**src/rtl/dlp_pkg.sv**
```systemverilog
package dlp_pkg;

    typedef enum logic [1:0] {
        WID_8  = 2'b00,
        WID_16 = 2'b01,
        WID_32 = 2'b10
    } wid_e;

    typedef struct packed {
        wid_e src_w;
        wid_e dst_w;
        logic src_be;
        logic dst_be;
    } xfer_cfg_t;

    // Bytes carried by one beat of the given width code (reserved code acts as widest).
    function automatic int unsigned wid_bytes(input wid_e w);
        case (w)
            WID_8:   return 1;
            WID_16:  return 2;
            default: return 4;
        endcase
    endfunction

endpackage

```
**src/rtl/dlp_src_unpack.sv**
```systemverilog
// Pulls the stream-ordered bytes out of one source beat.
module dlp_src_unpack #(
    parameter int NB = 4,
    parameter int AW = 2
) (
    input  logic [NB-1:0][7:0] beat,
    input  logic [AW-1:0]      addr,
    input  logic               big_end,
    output logic [NB-1:0][7:0] bytes_o
);
    for (genvar k = 0; k < NB; k++) begin : g_byte
        logic [AW-1:0] lane;
        always_comb begin
            lane = addr + AW'(k);
            if (big_end) lane = ~lane;
            bytes_o[k] = beat[lane];
        end
    end
endmodule

```
**src/rtl/dlp_byte_queue.sv**
```systemverilog
// Shift queue of bytes: pops from the head and appends in the same cycle.
module dlp_byte_queue #(
    parameter int NB = 4,
    parameter int QD = 8,
    parameter int OW = 4
) (
    input  logic               clk,
    input  logic               rst,
    input  logic               clear,
    input  logic [OW-1:0]      push_n,
    input  logic [NB-1:0][7:0] push_b,
    input  logic [OW-1:0]      pop_n,
    output logic [NB-1:0][7:0] head,
    output logic [OW-1:0]      occ
);
    localparam int IW  = $clog2(QD);
    localparam int PIW = $clog2(NB);

    logic [QD-1:0][7:0] mem, mem_n;
    logic [OW-1:0]      occ_n;

    always_comb begin
        for (int i = 0; i < QD; i++) begin
            logic [OW:0] s;
            logic [OW:0] t;
            s = (OW+1)'(i) + {1'b0, pop_n};
            t = s - {1'b0, occ};
            if (s < {1'b0, occ})
                mem_n[i] = mem[s[IW-1:0]];
            else if (t < {1'b0, push_n})
                mem_n[i] = push_b[t[PIW-1:0]];
            else
                mem_n[i] = 8'h00;
        end
        occ_n = occ - pop_n + push_n;
    end

    always_ff @(posedge clk) begin
        if (rst || clear) begin
            mem <= '0;
            occ <= '0;
        end else begin
            mem <= mem_n;
            occ <= occ_n;
        end
    end

    for (genvar h = 0; h < NB; h++) begin : g_head
        assign head[h] = mem[h];
    end
endmodule

```
**src/rtl/dlp_dst_pack.sv**
```systemverilog
// Lays queue-head bytes onto the destination lanes with replication and strobe.
module dlp_dst_pack #(
    parameter int NB = 4,
    parameter int AW = 2,
    parameter int CW = 3,
    parameter int OW = 4
) (
    input  logic [NB-1:0][7:0] head,
    input  logic [CW-1:0]      dw,
    input  logic [OW-1:0]      avail,
    input  logic               big_end,
    output logic [NB-1:0][7:0] data_o,
    output logic [NB-1:0]      strb_o
);
    logic [AW-1:0] dw_m1;
    assign dw_m1 = AW'(dw - CW'(1));

    for (genvar l = 0; l < NB; l++) begin : g_lane
        logic [AW-1:0] j;
        logic [AW-1:0] si;
        always_comb begin
            j  = AW'(l) & dw_m1;
            si = big_end ? (dw_m1 - j) : j;
            data_o[l] = head[si];
            strb_o[l] = (OW'(si) < avail);
        end
    end
endmodule

```
**src/rtl/dma_lane_packer.sv**
```systemverilog
module dma_lane_packer
    import dlp_pkg::*;
#(
    parameter int DATA_W = 32,
    parameter int LEN_W  = 16
) (
    input  logic                     clk,
    input  logic                     rst,
    input  logic                     start,
    input  logic [1:0]               cfg_src_w,
    input  logic [1:0]               cfg_dst_w,
    input  logic                     cfg_src_be,
    input  logic                     cfg_dst_be,
    input  logic [LEN_W-1:0]         cfg_len,
    input  logic                     src_valid,
    output logic                     src_ready,
    input  logic [$clog2(DATA_W/8)-1:0] src_addr,
    input  logic [DATA_W-1:0]        src_data,
    output logic                     dst_valid,
    input  logic                     dst_ready,
    output logic [DATA_W-1:0]        dst_data,
    output logic [DATA_W/8-1:0]      dst_strb
);
    localparam int NB = DATA_W / 8;
    localparam int AW = $clog2(NB);
    localparam int CW = $clog2(NB + 1);
    localparam int QD = 2 * NB;
    localparam int OW = $clog2(QD + 1);

    function automatic logic [CW-1:0] beat_bytes(input wid_e w);
        int unsigned b;
        b = wid_bytes(w);
        if (b > NB) b = NB;
        return CW'(b);
    endfunction

    xfer_cfg_t          cfg_q;
    logic [LEN_W-1:0]   src_left;
    logic [CW-1:0]      sw, dw, take;
    logic [OW-1:0]      occ, push_n, pop_n, avail;
    logic               room, src_fire, dst_fire, out_full, out_tail;
    logic [NB-1:0][7:0] src_bytes, head, pack_data;
    logic [NB-1:0]      pack_strb;

    // Configuration and byte budget.
    always_ff @(posedge clk) begin
        if (rst) begin
            cfg_q    <= '0;
            src_left <= '0;
        end else if (start) begin
            cfg_q.src_w  <= wid_e'(cfg_src_w);
            cfg_q.dst_w  <= wid_e'(cfg_dst_w);
            cfg_q.src_be <= cfg_src_be;
            cfg_q.dst_be <= cfg_dst_be;
            src_left     <= cfg_len;
        end else if (src_fire) begin
            src_left <= src_left - LEN_W'(take);
        end
    end

    always_comb begin
        sw   = beat_bytes(cfg_q.src_w);
        dw   = beat_bytes(cfg_q.dst_w);
        take = (src_left < LEN_W'(sw)) ? CW'(src_left) : sw;
        room = ({1'b0, occ} + (OW+1)'(take)) <= (OW+1)'(QD);
    end

    // Handshakes.
    assign src_ready = !start && (src_left != '0) && room;
    assign src_fire  = src_valid && src_ready;
    assign out_full  = occ >= OW'(dw);
    assign out_tail  = (src_left == '0) && (occ != '0);
    assign dst_valid = !start && (out_full || out_tail);
    assign dst_fire  = dst_valid && dst_ready;
    assign avail     = out_full ? OW'(dw) : occ;
    assign push_n    = src_fire ? OW'(take) : '0;
    assign pop_n     = dst_fire ? avail : '0;

    dlp_src_unpack #(.NB(NB), .AW(AW)) u_unpack (
        .beat    (src_data),
        .addr    (src_addr),
        .big_end (cfg_q.src_be),
        .bytes_o (src_bytes)
    );

    dlp_byte_queue #(.NB(NB), .QD(QD), .OW(OW)) u_queue (
        .clk    (clk),
        .rst    (rst),
        .clear  (start),
        .push_n (push_n),
        .push_b (src_bytes),
        .pop_n  (pop_n),
        .head   (head),
        .occ    (occ)
    );

    dlp_dst_pack #(.NB(NB), .AW(AW), .CW(CW), .OW(OW)) u_pack (
        .head    (head),
        .dw      (dw),
        .avail   (avail),
        .big_end (cfg_q.dst_be),
        .data_o  (pack_data),
        .strb_o  (pack_strb)
    );

    assign dst_data = pack_data;
    assign dst_strb = pack_strb;
endmodule

```
**config.mk**
```make
export PLATFORM = sky130hd
export DESIGN_NAME = dma_lane_packer
export DESIGN_NICKNAME = d
export VERILOG_FILES = /design/src/rtl/dlp_pkg.sv /design/src/rtl/dlp_src_unpack.sv /design/src/rtl/dlp_byte_queue.sv /design/src/rtl/dlp_dst_pack.sv /design/src/rtl/dma_lane_packer.sv
export SDC_FILE = /design/constraint.sdc
export NUM_CORES = 1
export LEC_CHECK = 0
export ABC_AREA = 1
export BUFFER_PORTS_ARGS = -buffer_cell sky130_fd_sc_hd__buf_2
export CORE_MARGIN = 2
export CORE_UTILIZATION = 57
export CTS_CLUSTER_DIAMETER = 200
export DETAILED_ROUTE_END_ITERATION = 10
export PLACE_DENSITY = 0.77
export SLEW_MARGIN = 20
export SYNTH_ARGS = -nofsm -noshare
export SYNTH_HDL_FRONTEND = slang
export SYNTH_SLANG_ARGS = --single-unit
```
**constraint.sdc**
```tcl
create_clock -name clk -period 7.15 [get_ports clk]
set_input_delay 0.715 -clock clk [delete_from_list [all_inputs] [get_ports clk]]
set_output_delay 0.715 -clock clk [all_outputs]
set_load 0.05 [all_outputs]
```
## Word-level counts from Yosys, hierarchy flattened

Cells that the tools add are included.

| storage, ports and cells | value |
|---|---|
| register bits after elaboration | 90 |
| bits in latches | 0 |
| bits in writable memories | 0 |
| memory bits (read-only) | 0 |
| bits of input ports | 61 |
| word-level logic and storage cells | 192 |
| memories | 0 |

| cells by class | value |
|---|---|
| add/subtract/negate cells | 26 |
| multipliers | 0 |
| divide/modulo/power cells | 0 |
| magnitude comparators | 49 |
| equal/unequal tests | 2 |
| shift operators | 0 |
| multiplexer cells | 82 |
| bitwise operators | 4 |
| reductions and logical operators | 15 |

Operators with widths:

| cell | count |
|---|---|
| $mux 8 | 40 |
| $bmux 8 s2 | 16 |
| $bmux 8 s3 | 8 |
| $gt 32x3->1 const B | 2 |
| $lt 2x3->1 const B | 16 |
| $lt 5x3->1 | 8 |
| $lt 5x4->1 | 7 |
| $sub 5x4->5 | 7 |
| $lt 3x4->1 const B | 8 |
| $mux 16 | 2 |
| $add 3x4->5 const A | 4 |
| $logic_not 16->1 | 1 |
| $lt 16x3->1 | 1 |
| $lt 2x4->1 | 4 |
| $mux 2 | 8 |
| $reduce_bool 16->1 | 1 |
| $sub 16x3->16 | 1 |
| $mux 3 | 4 |
| $pmux 3 s2 | 2 |
| $add 2x4->5 const A | 2 |
| $mux 4 | 2 |
| $not 2->2 | 4 |
| $logic_and 1x1->1 | 6 |
| $add 1x4->5 const A | 1 |
| 18 further kinds | 23 |

## Longest topological paths before layout

Gate-level depths: netlist of run 1.

| logic depth | value |
|---|---|
| depth after elaboration | 15 |
| depth in mapped cells | 30 |
| mapped depth without buffers | 29 |

## Cells and area by module

Synthesis of run 1 repeated with hierarchy kept, for this count alone.

| unflattened totals | value |
|---|---|
| cell total of the unflattened synthesis | 2181 |
| area, all modules | 12089.1 um2 |

Modules (own cells, without submodules):

| module | instances | cells each | area each (um2) |
|---|---|---|---|
| dlp_byte_queue | 1 | 1369 | 7965.1 |
| dma_lane_packer | 1 | 338 | 2065.7 |
| dlp_src_unpack | 1 | 239 | 1058.5 |
| dlp_dst_pack | 1 | 235 | 999.7 |

## Least setup slack after synthesis of run 1

No wires, ideal clock.

| timing | value |
|---|---|
| kind | register to register |
| from | reg cfg_q[2] in the netlist's numbering |
| to | reg u_queue.mem[48] in the netlist's numbering |
| data arrival time | 5.270 ns |
| required time | 7.080 ns |
| setup slack | 1.809 ns |
| stages on the path, launching flop included | 27 |
| buffers on the path | 4 |
| period minus slack after synthesis | 5.341 ns |
| cells stage by stage | dfxtp_1 -> inv_1 -> or2_2 -> ha_1 -> inv_1 -> ha_1 -> inv_1 -> nor2_1 -> nand2_1 -> nand2_1 -> nor2_1 -> a21oi_1 -> nand3_1 -> buf_4 -> buf_2 -> ha_1 -> clkbuf_1 -> clkinv_1 -> clkbuf_1 -> ha_1 -> xnor2_1 -> ha_1 -> a21oi_1 -> nand2_1 -> a21oi_1 -> nand3_1 -> a21oi_1 |

| on the way | value |
|---|---|
| word-level cells in the longest chain between the ends | 15 |

RTL lines:

| element | line | text |
|---|---|---|
| start, declared | dma_lane_packer.sv:37 | `xfer_cfg_t cfg_q;` |
| $eq 2x1->1 or $logic_not 2->1 (tied branches) | dlp_pkg.sv:18 | `case (w)` |
| $pmux 3 s2 (*) | dlp_pkg.sv:18 |  |
| $gt 32x3->1 | dma_lane_packer.sv:33 | `if (b > NB) b = NB;` |
| $mux 3 (*) | dma_lane_packer.sv:33 |  |
| $ge 4x3->1 (*) | dma_lane_packer.sv:71 | `assign out_full = occ >= OW'(dw);` |
| $logic_or 1x1->1 (*) | dma_lane_packer.sv:73 | `assign dst_valid = !start && (out_full \|\| out_tail);` |
| $logic_and 1x1->1 (*) | dma_lane_packer.sv:73 |  |
| named net dst_valid | dma_lane_packer.sv:19 | `output logic dst_valid,` |
| $logic_and 1x1->1 (*) | dma_lane_packer.sv:74 | `assign dst_fire = dst_valid && dst_ready;` |
| $mux 4 (*) | dma_lane_packer.sv:77 | `assign pop_n = dst_fire ? avail : '0;` |
| $add 3x4->5 (*) | dlp_byte_queue.sv:26 | `s = (OW+1)'(i) + {1'b0, pop_n};` |
| parallel branches: the longest is 4 deep, another holds $sub 5x4->5 | n/a |  |
| $mux 8 (*) | dlp_byte_queue.sv:28 | `if (s < {1'b0, occ})` |
| end signal, assigned | dlp_byte_queue.sv:43 | `mem <= mem_n;` |
| end, declared | dlp_byte_queue.sv:19 | `logic [QD-1:0][7:0] mem, mem_n;` |

Mark *: on every way through the listed nets, which the timed path passes. The select of a mux whose other input is x is not followed.
A chain may end at the register's enable or synchronous reset.

## Worst setup path in the final report of run 1

| timing | value |
|---|---|
| from | reg cfg_q[3] in the netlist's numbering |
| to | reg u_queue.mem[50] in the netlist's numbering |

| on the way | value |
|---|---|
| word-level cells in the longest chain between the ends | 15 |

RTL lines:

| element | line |
|---|---|
| $eq 2x1->1 or $logic_not 2->1 (tied branches) | dlp_pkg.sv:18 |
| $pmux 3 s2 (*) | dlp_pkg.sv:18 |
| $gt 32x3->1 | dma_lane_packer.sv:33 |
| $mux 3 (*) | dma_lane_packer.sv:33 |
| $ge 4x3->1 | dma_lane_packer.sv:71 |
| $logic_or 1x1->1 | dma_lane_packer.sv:73 |
| $logic_and 1x1->1 | dma_lane_packer.sv:73 |
| $logic_and 1x1->1 | dma_lane_packer.sv:74 |
| $mux 4 (*) | dma_lane_packer.sv:77 |
| $add 3x4->5 (*) | dlp_byte_queue.sv:26 |
| parallel branches: the longest is 4 deep, another holds $sub 5x4->5 | n/a |
| $mux 8 (*) | dlp_byte_queue.sv:28 |

Every way passes the cells marked *. The select of a mux whose other input is x is not followed.

==> results of run 1 <==
-- registers in the layout (all words and copies together) (netlist names) --
name,count
src_left,16
u_queue.mem,32
cfg_q,6
u_queue.head,32
u_queue.occ,4
-- cells by family after synthesis --
| family | after synthesis |
|---|---|
| fa+ha+maj | 75 |
| buf+inv | 268 |
| mux | 1 |
| simple gates | 912 |
| flops | 90 |
| compound gates | 370 |
| other cells | 1 |
| xor+xnor | 28 |
-- layout make-up --
class                      count  area share, %
multi-input combinational   1390           66.2
sequential                    90           16.5
inverter                     180           6.20
timing repair buffer         115           5.67
tap                          225           2.58
clock buffer                   9           2.07
clock inverter                 7          0.758
-- per-layer routing --
metal	GRT usage, %	part of all wire, %
met3	7.48	9.1
met5	0	0
met4	25.0	6.9
met1	44.4	39
met2	59.5	45
-- power by group --
| part | internal (mW) | switching [mW] | total, mW |
|---|---|---|---|
| logic | 0.760 | 1.85 | 2.61 |
| registers | 0.570 | 0.0552 | 0.625 |
| clock network | 0.279 | 0.242 | 0.521 |
-- layout by cell type (no fill, tap or decap), types with 6 or more instances in the layout --
cell type  instances
nor2_2             7
nor3_1             7
a31oi_1            9
o21ai_0          150
inv_1            174
buf_2             98
o21ai_1           56
nand2_1          438
nand3_1          361
buf_4             17
clkbuf_16          9
nand2_2            6
xor2_1            20
dfxtp_1           90
a21oi_1          138
ha_1              65
fa_1              10
nor2_1            74
-- how the worst max path moves through the flow --
stage                                  to  cells after the start
5_1_grt        u_queue.mem[48]$_SDFF_PP0_                     22
3_3_place_gp   u_queue.mem[51]$_SDFF_PP0_                     22
2_1_floorplan  u_queue.mem[48]$_SDFF_PP0_                     26
6_report       u_queue.mem[50]$_SDFF_PP0_                     22
4_1_cts        u_queue.mem[51]$_SDFF_PP0_                     22
3_5_place_dp   u_queue.mem[55]$_SDFF_PP0_                     22
-- worst reg2reg max path, stage by stage, from the launching register on --
cell and delay (ns):
dfxtp_1 0.32, nor2_1 0.34, inv_1 0.09, ha_1 0.23, inv_1 0.07, ha_1 0.25
inv_1 0.07, nor2_1 0.05, nand2_1 0.11, nand3_1 0.18, o21ai_1 0.21, nand3_1 0.10
buf_4 0.26, ha_1 0.70, clkinv_1 0.60, ha_1 0.52, xnor2_1 0.19, ha_1 0.27
a21oi_1 0.14, nand2_1 0.07, a21oi_1 0.52, nand3_1 0.16, a21oi_1 0.19
-- through the flow --
step	std cells	power [mW]
after floorplan	1748	2.49
after global placement	2000	3.11
after detailed placement	2000	3.15
after CTS	2016	3.67
after global routing	2016	4.03
final	2016	3.76
==> reports/results.txt, run 1 <==
Outcome: finished, violations left
Failing checks: DRC
First-pass GRT wire length: 54,400 um
Crit end category: register
Worst Setup SP: cfg_q[3]$_SDFFE_PP0P_
Antenna-violating nets left: 0
Chip height: 137 um
RSZ-0062 raised after global routing: no
Maxcap violations: 0
Hold Vio Cnt, Final: 0
Fmax: 0.176 GHz
WS Path Type: register to register
Cell Area, Synth: 10,000 um2
Buffer levels on the longest clock path: 2
Worst skew pair latency: 0.36 ns
CP most frequent cell: ha_1
Synthesis-to-layout area growth: 8.44%
Share of cells above drive strength 1: 8.93%
Worst Path Required: 7.44 ns
Min Tclk post-route: 5.67 ns
WHS Path Cells: 2
Slowest cell on crit path: ha_1
Vias in the first global route: 11,000
Primary FF master, synth: dfxtp_1
Setup slack at placement: 1.69 ns
Setup TNS: 0 ns
Routed length per placed instance: 17.0 um
R2R depth: 22
Post-synth top area share: 18.0%
GRT Overall Usage: 37.0%
Routed vias/inst: 6.09
VDD IR max: 232 uV
CTS clock-pin slew for the worst setup and hold paths: 0.08 ns
Placer congestion estimate: 0.997
Largest family of logic cells by synthesized area: simple AND/OR/NAND/NOR gates
Relative slew slack: 26.6%
Initial Util: 58.1%
Reg2Reg Launch Point: cfg_q[3]$_SDFFE_PP0P_
Post-synthesis cell type count: 48
Final setup fails: 0
Antenna violations before repair: 0
Max Slew Vio Count: 0
CORE AREA: 17,300 um2
Max incr delay on CP: 0.70 ns
DRC: 1
XOR/XNOR share of the synthesized area: 2.66%
CP Max Fanout: 26
Worst EP arrival: 5.96 ns
Post-synth EDFFs: 0
Startpoint Class: register
Post-synthesis async set-or-reset flop share: 0%
Hold Path Origin: cfg_q[4]$_SDFFE_PP0P_
Simple-gate portion of the synthesized area: 39.6%
# port buffers: 98
Ranking of synthesized cells by area: nand3_1, dfxtp_1, nand2_1, ha_1, o21ai_0
Reg-to-reg slack, setup: 1.48 ns
Seq cells post-synth: 90
Die X: 137 um
Largest net degree at the start of global routing: 69
Synth top cells by count: nand2_1, nand3_1, inv_1
Gate Count Post-Synth: 1,745
Pwr/cell area: 345 nW/um2
Synthesized area per cell: 5.76 um2
Htree depth: 3
Post-CTS Setup Inserts: 0
CTS Buf Count: 9
Final WS setup: 1.48 ns
CTS tree: built
Crit path max-delay family: adder cells
Clock Skews: 0.00946 ns
Design area: 10,900 um2
Area post-placement: 10,600 um2
# nets final: 1,922
I/O Pins: 99
Gr ovfl total: 0
Cell taking the most area after synthesis: nand3_1
Num rows: 48
Die area: 18,700 um2
Adder-cell share of the synthesized area: 10.1%
DR pass1 iterations: 11
Final period util: 79.3%
Initial DRC Count: 1,291
Buf/Inv on CP: 5
Area of the multi-input gates: 7210 um2
Slew at the pin closest to its max-slew limit: 1.10 ns
WHS Endpoint: cfg_q[4]$_SDFFE_PP0P_
R2r endpoint: u_queue.mem[50]$_SDFF_PP0_
Compound-Gate Fraction of Synth Area: 19.0%
Count leader, synth: nand2_1
DP HPWL: 25,800 um
Vias after detailed routing: 12,300
Yosys warnings: 0
Register area: 1800 um2
Fillers: 1,742
Hold Crit Class: register to register
Drt total wl: 34,300 um
Fraction of the yosys area taken by sequential cells: 17.9%
Root buffer cell: clkbuf_16
Crit-path cells: nor2_1 > inv_1 > ha_1 > inv_1 > ha_1 > inv_1 > nor2_1 > nand2_1 > nand3_1 > o21ai_1 > nand3_1 > buf_4 > ha_1 > clkinv_1 > ha_1 > xnor2_1 > ha_1 > a21oi_1 > nand2_1 > a21oi_1 > nand3_1 > a21oi_1
Hold WS: 0.478 ns
Leakage power: 4.95 nW
Post-CTS Hold Buffers: 0
Final Util: 63.0%
Post_cts resized: 0
Post-synthesis mux area share: 0.0996%
Clock sink count: 90
Diodes inserted: 0
Note: power is estimated with default switching activity, not from simulation.
==> inputs of run 2 (changes only) <==
Clock period 7.15 ns to 5.6 ns, I/O delays scaled along.
==> reports/results.txt, run 2 (synthesized netlist as in run 1, its figures left out) <==
Slowest cell on crit path: fa_1 (was ha_1)
P_sw: 2.70 mW (was 2.15 mW)
CTS Buf Count: 9 (unchanged)
Fillers: 1,725 (was 1,742)
Drt total wl: 33,200 um (was 34,300 um)
Chip height: 137 um (unchanged)
First-pass GRT wire length: 52,900 um (was 54,400 um)
Post-CTS Setup Inserts: 0 (unchanged)
Hold WS: 0.433 ns (was 0.478 ns)
Hold Path Origin: cfg_dst_w[1] (was cfg_q[4]$_SDFFE_PP0P_)
Crit end category: register (unchanged)
Initial Util: 58.1% (unchanged)
Worst skew pair latency: 0.35 ns (was 0.36 ns)
CTS clock-pin slew for the worst setup and hold paths: 0.07 ns (was 0.08 ns)
GRT Overall Usage: 35.9% (was 37.0%)
Die area: 18,700 um2 (unchanged)
# nets final: 1,940 (was 1,922)
Final setup fails: 0 (unchanged)
Htree depth: 3 (unchanged)
WHS Endpoint: cfg_q[3]$_SDFFE_PP0P_ (was cfg_q[4]$_SDFFE_PP0P_)
Routed vias/inst: 5.91 (was 6.09)
Outcome: complete, no violations (was finished, violations left)
DRC: 0 (was 1)
Antenna-violating nets left: 0 (unchanged)
VDD IR max: 374 uV (was 232 uV)
Combinational Power Share: 70.7% (was 69.5%)
R2r endpoint: u_queue.mem[41]$_SDFF_PP0_ (was u_queue.mem[50]$_SDFF_PP0_)
Root buffer cell: clkbuf_16 (unchanged)
CTS tree: built (unchanged)
Internal power: 2.06 mW (was 1.61 mW)
CORE AREA: 17,300 um2 (unchanged)
Final period util: 90.2% (was 79.3%)
Worst EP arrival: 5.33 ns (was 5.96 ns)
Flop pwr share: 16.7% (was 16.6%)
Buffer levels on the longest clock path: 2 (unchanged)
Min Tclk post-route: 5.05 ns (was 5.67 ns)
RSZ-0062 raised after global routing: no (unchanged)
Antenna violations before repair: 0 (unchanged)
Maxcap violations: 0 (unchanged)
DR pass1 iterations: 6 (was 11)
Relative slew slack: 28.7% (was 26.6%)
Switch share: 56.7% (was 57.2%)
# port buffers: 98 (unchanged)
Clock sink count: 90 (unchanged)
R2R depth: 25 (was 22)
Initial DRC Count: 1,225 (was 1,291)
Final Util: 63.7% (was 63.0%)
Max incr delay on CP: 0.48 ns (was 0.70 ns)
Synthesis-to-layout area growth: 9.65% (was 8.44%)
Startpoint Class: register (unchanged)
Die X: 137 um (unchanged)
Hold Crit Class: primary input to register (was register to register)
Reg2Reg Launch Point: cfg_q[3]$_SDFFE_PP0P_ (unchanged)
Worst Path Required: 5.88 ns (was 7.44 ns)
Fmax: 0.198 GHz (was 0.176 GHz)
WHS Path Cells: 3 (was 2)
Clock power frac: 12.6% (was 13.9%)
WS Path Type: register to register (unchanged)
Slew at the pin closest to its max-slew limit: 1.07 ns (was 1.10 ns)
Diodes inserted: 0 (unchanged)
Share of cells above drive strength 1: 9.84% (was 8.93%)
Most frequent cells in the layout: nand2_1, nand3_1, inv_1, o21ai_0, a21oi_1 (unchanged)
Vias in the first global route: 10,600 (was 11,000)
Leakage power: 5.02 nW (was 4.95 nW)
Clock Skews: 0.00607 ns (was 0.00946 ns)
DP HPWL: 25,800 um (about the same)
Hold Vio Cnt, Final: 0 (unchanged)
Pwr/cell area: 432 nW/um2 (was 345 nW/um2)
Setup TNS: 0 ns (unchanged)
Vias after detailed routing: 12,000 (was 12,300)
I/O Pins: 99 (unchanged)
Max Slew Vio Count: 0 (unchanged)
Largest net degree at the start of global routing: 62 (was 69)
Placer congestion estimate: 0.935 (was 0.997)
CP Max Fanout: 34 (was 26)
Reg-to-reg slack, setup: 0.55 ns (was 1.48 ns)
Routed length per placed instance: 16.3 um (was 17.0 um)
Gr ovfl total: 0 (unchanged)
Num rows: 48 (unchanged)
Most common cell after layout, fill and taps aside: nand2_1 (unchanged)
-- run 2: cell types whose count changed in the layout (fill, tap and decap cells not counted) --
cell       previous run  this run
clkbuf_1              0         1
nor2_4                2         4
nor2_2                7         5
clkinv_4              0         1
buf_4                17        35
bufinv_16             1         0
inv_8                 2         1
nor3b_2               1         2
nor3b_1               3         2
-- run 2: how the worst max path moves through the flow --
stage / start / slack [ns] / cells after the start / to
4_1_cts: src_left[8]$_SDFFE_PP0P_ / 0.58 / 23 / u_queue.mem[35]$_SDFF_PP0_
3_3_place_gp: cfg_q[5]$_SDFFE_PP0P_ / 0.78 / 25 / u_queue.mem[35]$_SDFF_PP0_
2_1_floorplan: cfg_q[2]$_SDFFE_PP0P_ / 0.26 / 26 / u_queue.mem[48]$_SDFF_PP0_
3_5_place_dp: src_left[8]$_SDFFE_PP0P_ / 0.65 / 23 / u_queue.mem[35]$_SDFF_PP0_
6_report: cfg_q[3]$_SDFFE_PP0P_ / 0.55 / 25 / u_queue.mem[41]$_SDFF_PP0_
5_1_grt: cfg_q[3]$_SDFFE_PP0P_ / 0.11 / 24 / u_queue.mem[41]$_SDFF_PP0_
-- run 2: cell type report --
cell class | instances | area, um2 | area share (%)
repair buffers | 133 | 753 | 6.84
clock buffers | 10 | 229 | 2.08
clock inverters | 6 | 50.0 | 0.454
inverters | 180 | 676 | 6.13
flip-flops and latches | 90 | 1800 | 16.4
multi-input cells | 1390 | 7230 | 65.6
well taps | 225 | 282 | 2.55
-- run 2: through the flow --
| stage | power [mW] | instance area (um2) | std cells | worst slack, ns |
|---|---|---|---|---|
| finish | 4.76 | 11000 | 2034 | 0.549 |
| floorplan | 3.17 | 10100 | 1748 | 0.259 |
| global route | 5.14 | 11000 | 2034 | 0.109 |
| global placement | 4.04 | 10700 | 2018 | 0.776 |
| detailed placement | 4.08 | 10700 | 2018 | 0.652 |
| CTS | 4.68 | 11000 | 2034 | 0.582 |
-- run 2: power by group through the flow --
stage	Clock, mW	Sequential [mW]	Combinational, mW
after floorplan	0	0.781	2.39
after global placement	0	0.803	3.23
after detailed placement	0	0.806	3.27
after CTS	0.604	0.791	3.28
after global routing	0.630	0.803	3.70
final	0.601	0.794	3.37
-- run 2: worst max-delay path, delay by kind of cell (launching register included) --
family | cells | cell delay, ns
and+or+nand+nor | 9 | 1.42
AOI/OAI and AO/OA | 4 | 0.59
DFF | 1 | 0.32
buffers and inverters | 7 | 1.08
adders and majority gates | 5 | 1.54
-- run 2: layer usage --
layer | vias to the layer above | track usage (%) | share of wire (%)
li1 | 5952 | - | -
met1 | 5442 | 44.0 | 40
met2 | 504 | 57.4 | 46
met3 | 122 | 6.74 | 7.7
met4 | 0 | 23.9 | 6.6
met5 | - | 0 | 0
-- run 2: timing repair --
action                     in CTS  in global routing
setup endpoints to repair       0                  7
resized for setup               0                  1
hold buffers                    0                  0
